--- src/rtl/pwm_steer_pkg.sv ---
package pwm_steer_pkg;

    localparam int NPINS  = 4;
    localparam int CTRL_W = 8;
    localparam int SYNC_BIT = 4;

    typedef struct packed {
        logic [1:0]       alt_fld;  // bit 6 enables A/B alternation
        logic             rsv;      // always zero
        logic             sync;     // 1 = defer to period strobe
        logic [NPINS-1:0] en;       // bit 0 = pin A
    } steer_ctrl_t;

    localparam steer_ctrl_t CTRL_RST = '{alt_fld: 2'b00, rsv: 1'b0, sync: 1'b0, en: 4'b0001};

    typedef enum logic [1:0] {
        POL_ALL_HI = 2'b00,
        POL_BD_LO  = 2'b01,
        POL_AC_LO  = 2'b10,
        POL_ALL_LO = 2'b11
    } pol_e;

    // Per-pin inversion mask: bit set means the pin is active-low.
    function automatic logic [NPINS-1:0] inv_mask(input pol_e p);
        case (p)
            POL_ALL_HI: inv_mask = 4'b0000;
            POL_BD_LO:  inv_mask = 4'b1010;
            POL_AC_LO:  inv_mask = 4'b0101;
            default:    inv_mask = 4'b1111;
        endcase
    endfunction

    function automatic steer_ctrl_t sanitize(input logic [CTRL_W-1:0] d);
        steer_ctrl_t c;
        c     = steer_ctrl_t'(d);
        c.rsv = 1'b0;
        return c;
    endfunction

endpackage

--- src/rtl/pwm_steer_regs.sv ---
module pwm_steer_regs
    import pwm_steer_pkg::*;
#(
    parameter int W = CTRL_W
) (
    input  logic         clk,
    input  logic         rst,
    input  logic         wr_en,
    input  logic [W-1:0] wr_data,
    input  logic         period_stb,
    output steer_ctrl_t  shadow_q,
    output steer_ctrl_t  active_q
);

    steer_ctrl_t wr_ctrl;

    always_comb wr_ctrl = sanitize(wr_data);

    always_ff @(posedge clk) begin
        if (rst) begin
            shadow_q <= CTRL_RST;
            active_q <= CTRL_RST;
        end else begin
            if (period_stb)
                active_q <= shadow_q;
            if (wr_en) begin
                shadow_q <= wr_ctrl;
                if (!wr_ctrl.sync)
                    active_q <= wr_ctrl;
            end
        end
    end

endmodule

--- src/rtl/pwm_steer_alt.sv ---
module pwm_steer_alt (
    input  logic clk,
    input  logic rst,
    input  logic steer_ok,
    input  logic alt_on,
    input  logic period_stb,
    output logic alt_b
);

    always_ff @(posedge clk) begin
        if (rst || !steer_ok || !alt_on)
            alt_b <= 1'b0;
        else if (period_stb)
            alt_b <= ~alt_b;
    end

endmodule

--- src/rtl/pwm_steer_mux.sv ---
module pwm_steer_mux #(
    parameter int NP = 4
) (
    input  logic          pwm_in,
    input  logic [NP-1:0] inv,
    input  logic [NP-1:0] en,
    input  logic [NP-1:0] port_val,
    input  logic          steer_ok,
    input  logic          alt_on,
    input  logic          alt_b,
    output logic [NP-1:0] pin_out
);

    for (genvar i = 0; i < NP; i++) begin : g_pin
        logic drive;
        assign drive = pwm_in ^ inv[i];
        if (i < 2) begin : g_pair
            logic owns;
            assign owns = (i == 0) ? ~alt_b : alt_b;
            always_comb begin
                if (!steer_ok)   pin_out[i] = port_val[i];
                else if (alt_on) pin_out[i] = owns ? drive : inv[i];
                else             pin_out[i] = en[i] ? drive : port_val[i];
            end
        end else begin : g_plain
            always_comb begin
                if (!steer_ok) pin_out[i] = port_val[i];
                else           pin_out[i] = en[i] ? drive : port_val[i];
            end
        end
    end

endmodule

--- src/rtl/pwm_steer.sv ---
module pwm_steer
    import pwm_steer_pkg::*;
(
    input  logic              clk,
    input  logic              rst,
    input  logic              pwm_in,
    input  logic              period_stb,
    input  logic [1:0]        pol_sel,
    input  logic              steer_ok,
    input  logic              wr_en,
    input  logic [CTRL_W-1:0] wr_data,
    output logic [CTRL_W-1:0] rd_data,
    input  logic [NPINS-1:0]  port_val,
    output logic [NPINS-1:0]  pin_out
);

    steer_ctrl_t      shadow_q;
    steer_ctrl_t      active_q;
    logic             alt_b;
    logic [NPINS-1:0] inv;

    assign inv     = inv_mask(pol_e'(pol_sel));
    assign rd_data = shadow_q;

    pwm_steer_regs #(.W(CTRL_W)) u_regs (
        .clk        (clk),
        .rst        (rst),
        .wr_en      (wr_en),
        .wr_data    (wr_data),
        .period_stb (period_stb),
        .shadow_q   (shadow_q),
        .active_q   (active_q)
    );

    pwm_steer_alt u_alt (
        .clk        (clk),
        .rst        (rst),
        .steer_ok   (steer_ok),
        .alt_on     (active_q.alt_fld[0]),
        .period_stb (period_stb),
        .alt_b      (alt_b)
    );

    pwm_steer_mux #(.NP(NPINS)) u_mux (
        .pwm_in   (pwm_in),
        .inv      (inv),
        .en       (active_q.en),
        .port_val (port_val),
        .steer_ok (steer_ok),
        .alt_on   (active_q.alt_fld[0]),
        .alt_b    (alt_b),
        .pin_out  (pin_out)
    );

endmodule

--- config.mk ---
export PLATFORM = sky130hd
export DESIGN_NAME = pwm_steer
export DESIGN_NICKNAME = d
export VERILOG_FILES = /design/src/rtl/pwm_steer_pkg.sv /design/src/rtl/pwm_steer_regs.sv /design/src/rtl/pwm_steer_alt.sv /design/src/rtl/pwm_steer_mux.sv /design/src/rtl/pwm_steer.sv
export SDC_FILE = /design/constraint.sdc
export NUM_CORES = 1
export LEC_CHECK = 0
export CAP_MARGIN = 20
export CORE_MARGIN = 2
export CORE_UTILIZATION = 50
export DETAILED_ROUTE_END_ITERATION = 8
export DONT_BUFFER_PORTS = 1
export PLACE_DENSITY = 0.62
export SLEW_MARGIN = 25
export SYNTH_ARGS = -nofsm -noshare
export SYNTH_HDL_FRONTEND = slang
export SYNTH_SLANG_ARGS = --single-unit
--- constraint.sdc ---
create_clock -name clk -period 2.67 [get_ports clk]
set_clock_uncertainty 0.05 [all_clocks]
set_input_delay 0.4005 -clock clk [delete_from_list [all_inputs] [get_ports clk]]
set_output_delay 0.4005 -clock clk [all_outputs]
set_load 0.03 [all_outputs]
==> impl_metrics.env <==
export IMPL_cellInternalPower_uw=292
export IMPL_seq_power_share=0.562
export IMPL_ctsRootBufferMaster="clkbuf_4"
export IMPL_final_util=0.530
export IMPL_synth_cell_types=25
export IMPL_synthMuxAreaShare=0.180
export IMPL_yosysSeqAreaShare=0.375
export IMPL_clock_power_share=0.291
export IMPL_synth_simple_area_share=0.159
export IMPL_ys_top_cells_by_count="13 x dfxtp_1, 11 x mux2i_1, 10 x nor2_1"
export IMPL_leakage_uw=0.000282
export IMPL_crit_chain="or3b_1 -> o221ai_1 -> o21bai_1"
export IMPL_synth_xor_area_share=0.0631
export IMPL_cp_slowest_cell="or3b_1"
export IMPL_fmax_ghz=0.541
export IMPL_maxSlewViolCount=0
export IMPL_setup_violations=0
export IMPL_cts_tree="built"
export IMPL_via_per_inst=5.78
export IMPL_cp_end_kind="primary output"
export IMPL_gp_routability_congestion=0.733
export IMPL_yosysMostFrequentCell="dfxtp_1"
export IMPL_drv_cap=0
export IMPL_crit_type="register to primary output"
export IMPL_first_pass_iters=3
export IMPL_worstPathMaxFanout=6
export IMPL_start_kind="register"
export IMPL_synth_edf_count=0
export IMPL_vias=497
export IMPL_power_density_mw_per_mm2=589
export IMPL_numPortBuffers=0
export IMPL_area_growth_pct=-0.721
export IMPL_clkTransAtPathRegs_ns=0.08
export IMPL_p_sw_frac=0.281
export IMPL_die_w_um=41.3
export IMPL_core_area_mm2=0.00130
export IMPL_ys_flop_type="dfxtp_1"
export IMPL_diodes=0
export IMPL_status="completed"
export IMPL_synth_top_cells_by_area="dfxtp_1 37%, mux2i_1 16%, nor2_1 5.4%"
export IMPL_ir_drop_mv=0.337
export IMPL_drtIter0Drc=5
export IMPL_postCtsSetupBuffers=0
export IMPL_insertion_delay_ns=0.27
export IMPL_avgSynthCellArea_um2=9.51
export IMPL_wl_per_cell_um=14.1
export IMPL_slew_headroom=0.519
export IMPL_ys_ff_latch=13
export IMPL_fin_crit_ns=1.85
export IMPL_hold_buffers=0
export IMPL_layout_nets=92
export IMPL_yosys_area_top_type="dfxtp_1"
export IMPL_grt_pass1_vias=421
export IMPL_syn_instance_count=73
export IMPL_synthAdderAreaFrac=0
export IMPL_cts_buffers=3
export IMPL_rows=13
export IMPL_p_switching_uw=114
export IMPL_synth_top_area_frac=0.375
export IMPL_tns_ns=0
export IMPL_num_io_pins=32
export IMPL_period_share=0.692
export IMPL_cts_sinks=13
export IMPL_postRouteAntennaNets=0
export IMPL_die_area_mm2=0.00170
export IMPL_ctsResizeCount=0
export IMPL_hpwl_um=923
export IMPL_path_delay_family="compound AO/OA/AOI/OAI gates"
export IMPL_yosysWarnings=0
export IMPL_mappedNetlistNets=93
export IMPL_fp_dieH_um=41.3
export IMPL_finalHoldViolations=0
export IMPL_slowest_delay_ns=0.38
export IMPL_crit_buf_inv=0
export IMPL_start_util=0.534
export IMPL_grt_first_pass_wirelength_mm=1.64
export IMPL_comb_power_share=0.147
export IMPL_grtUsageTotal=0.156
export IMPL_clockBufferDepth=2
export IMPL_grt_max_degree=14
export IMPL_cp_arrival_ns=1.40
export IMPL_drc=0
export IMPL_synthArstFlopShare=0
export IMPL_worst_pin_slew_ns=0.718
export IMPL_synthesis_area_um2=694
export IMPL_hold_path_class="input port to register"
export IMPL_rsz0062_at_grt="no"
export IMPL_antenna_found_initial=0
export IMPL_drive_gt1_frac=0.0704
export IMPL_worstPathRequired_ns=2.22
export IMPL_totalWireLength_mm=1.21
export IMPL_synth_compound_area_frac=0.135
export IMPL_overflow=0
export IMPL_htreeDepth=1
export IMPL_synth_top_family_by_area="multiplexers"
[layout by cell type, fill, tap and decap left out]
| cell | n |
|---|---|
| xor2_1 | 1 |
| mux2_4 | 1 |
| nor3_1 | 1 |
| xnor2_1 | 4 |
| o21bai_1 | 2 |
| clkbuf_4 | 3 |
| nand3b_1 | 2 |
| nor2_1 | 10 |
| nand2b_1 | 1 |
| a21oi_1 | 2 |
| a211o_1 | 1 |
| nand2b_2 | 1 |
| a211oi_1 | 4 |
| nand2_1 | 2 |
| clkbuf_1 | 1 |
| mux2i_1 | 11 |
| inv_1 | 2 |
| a31oi_1 | 2 |
| conb_1 | 1 |
| dfxtp_1 | 13 |
| nor2b_1 | 2 |
| or3b_1 | 2 |
| o221ai_1 | 2 |
[cells by family (layout without fill, tap and decap cells)]
group,after synthesis,in the layout
other,1,1
XOR/XNOR,5,5
multiplexers,12,12
AND/OR/NAND/NOR,21,21
buffers and inverters,8,6
AO/OA/AOI/OAI,13,13
flip-flops,13,13
[sequential cells by signal, indices dropped and copies added (netlist names)]
signal           cells
u_alt.alt_b          1
u_regs.active_q      5
u_regs.shadow_q      7
[metal layers]
layer,GRT usage,wire length [um],vias up
met5,0,0,-
met4,0.0968,13,0
met3,0.0543,124,2
met2,0.250,557,24
met1,0.174,515,223
li1,-,-,248
[final timing paths]
| check | startpoint | cells after the start | slack (ns) | endpoint |
|---|---|---|---|---|
| worst max register to register | u_regs.shadow_q[0] | 3 | 1.61 | u_regs.active_q[0] |
| worst min register to register | u_regs.active_q[3] | 2 | 0.52 | u_regs.active_q[3] |
| worst min-delay path | rst | 1 | 0.14 | u_regs.shadow_q[6] |
| worst max-delay path | u_regs.active_q[6] | 3 | 0.82 | pin_out[1] |
[power by group through the flow]
stage	clock network (uW)	registers, uW	logic, uW
after detailed placement	0	233	60.4
after floorplan	0	230	69.1
after global placement	0	233	59.0
after CTS	124	229	60.5
final	118	228	59.7
after global routing	132	230	66.3
[cell type report]
type / count / area (um^2)
clock buffer: 4 / 26.3
sequential: 13 / 260
tap: 15 / 18.8
fill: 135 / 612
multi-input combinational: 52 / 377
inverter: 2 / 7.51
[stage by stage]
stage                     cells  area, um^2  hold WS, ns  worst slack (ns)  total power (uW)
after floorplan              73         694        0.428              1.07               299
after global placement       82         663        0.425              1.09               292
after detailed placement     82         663        0.427              1.07               294
after CTS                    86         689        0.130             0.803               413
after global routing         86         689        0.122             0.732               428
final                        86         689        0.137             0.822               406
Note: power is estimated with default switching activity, not from simulation.
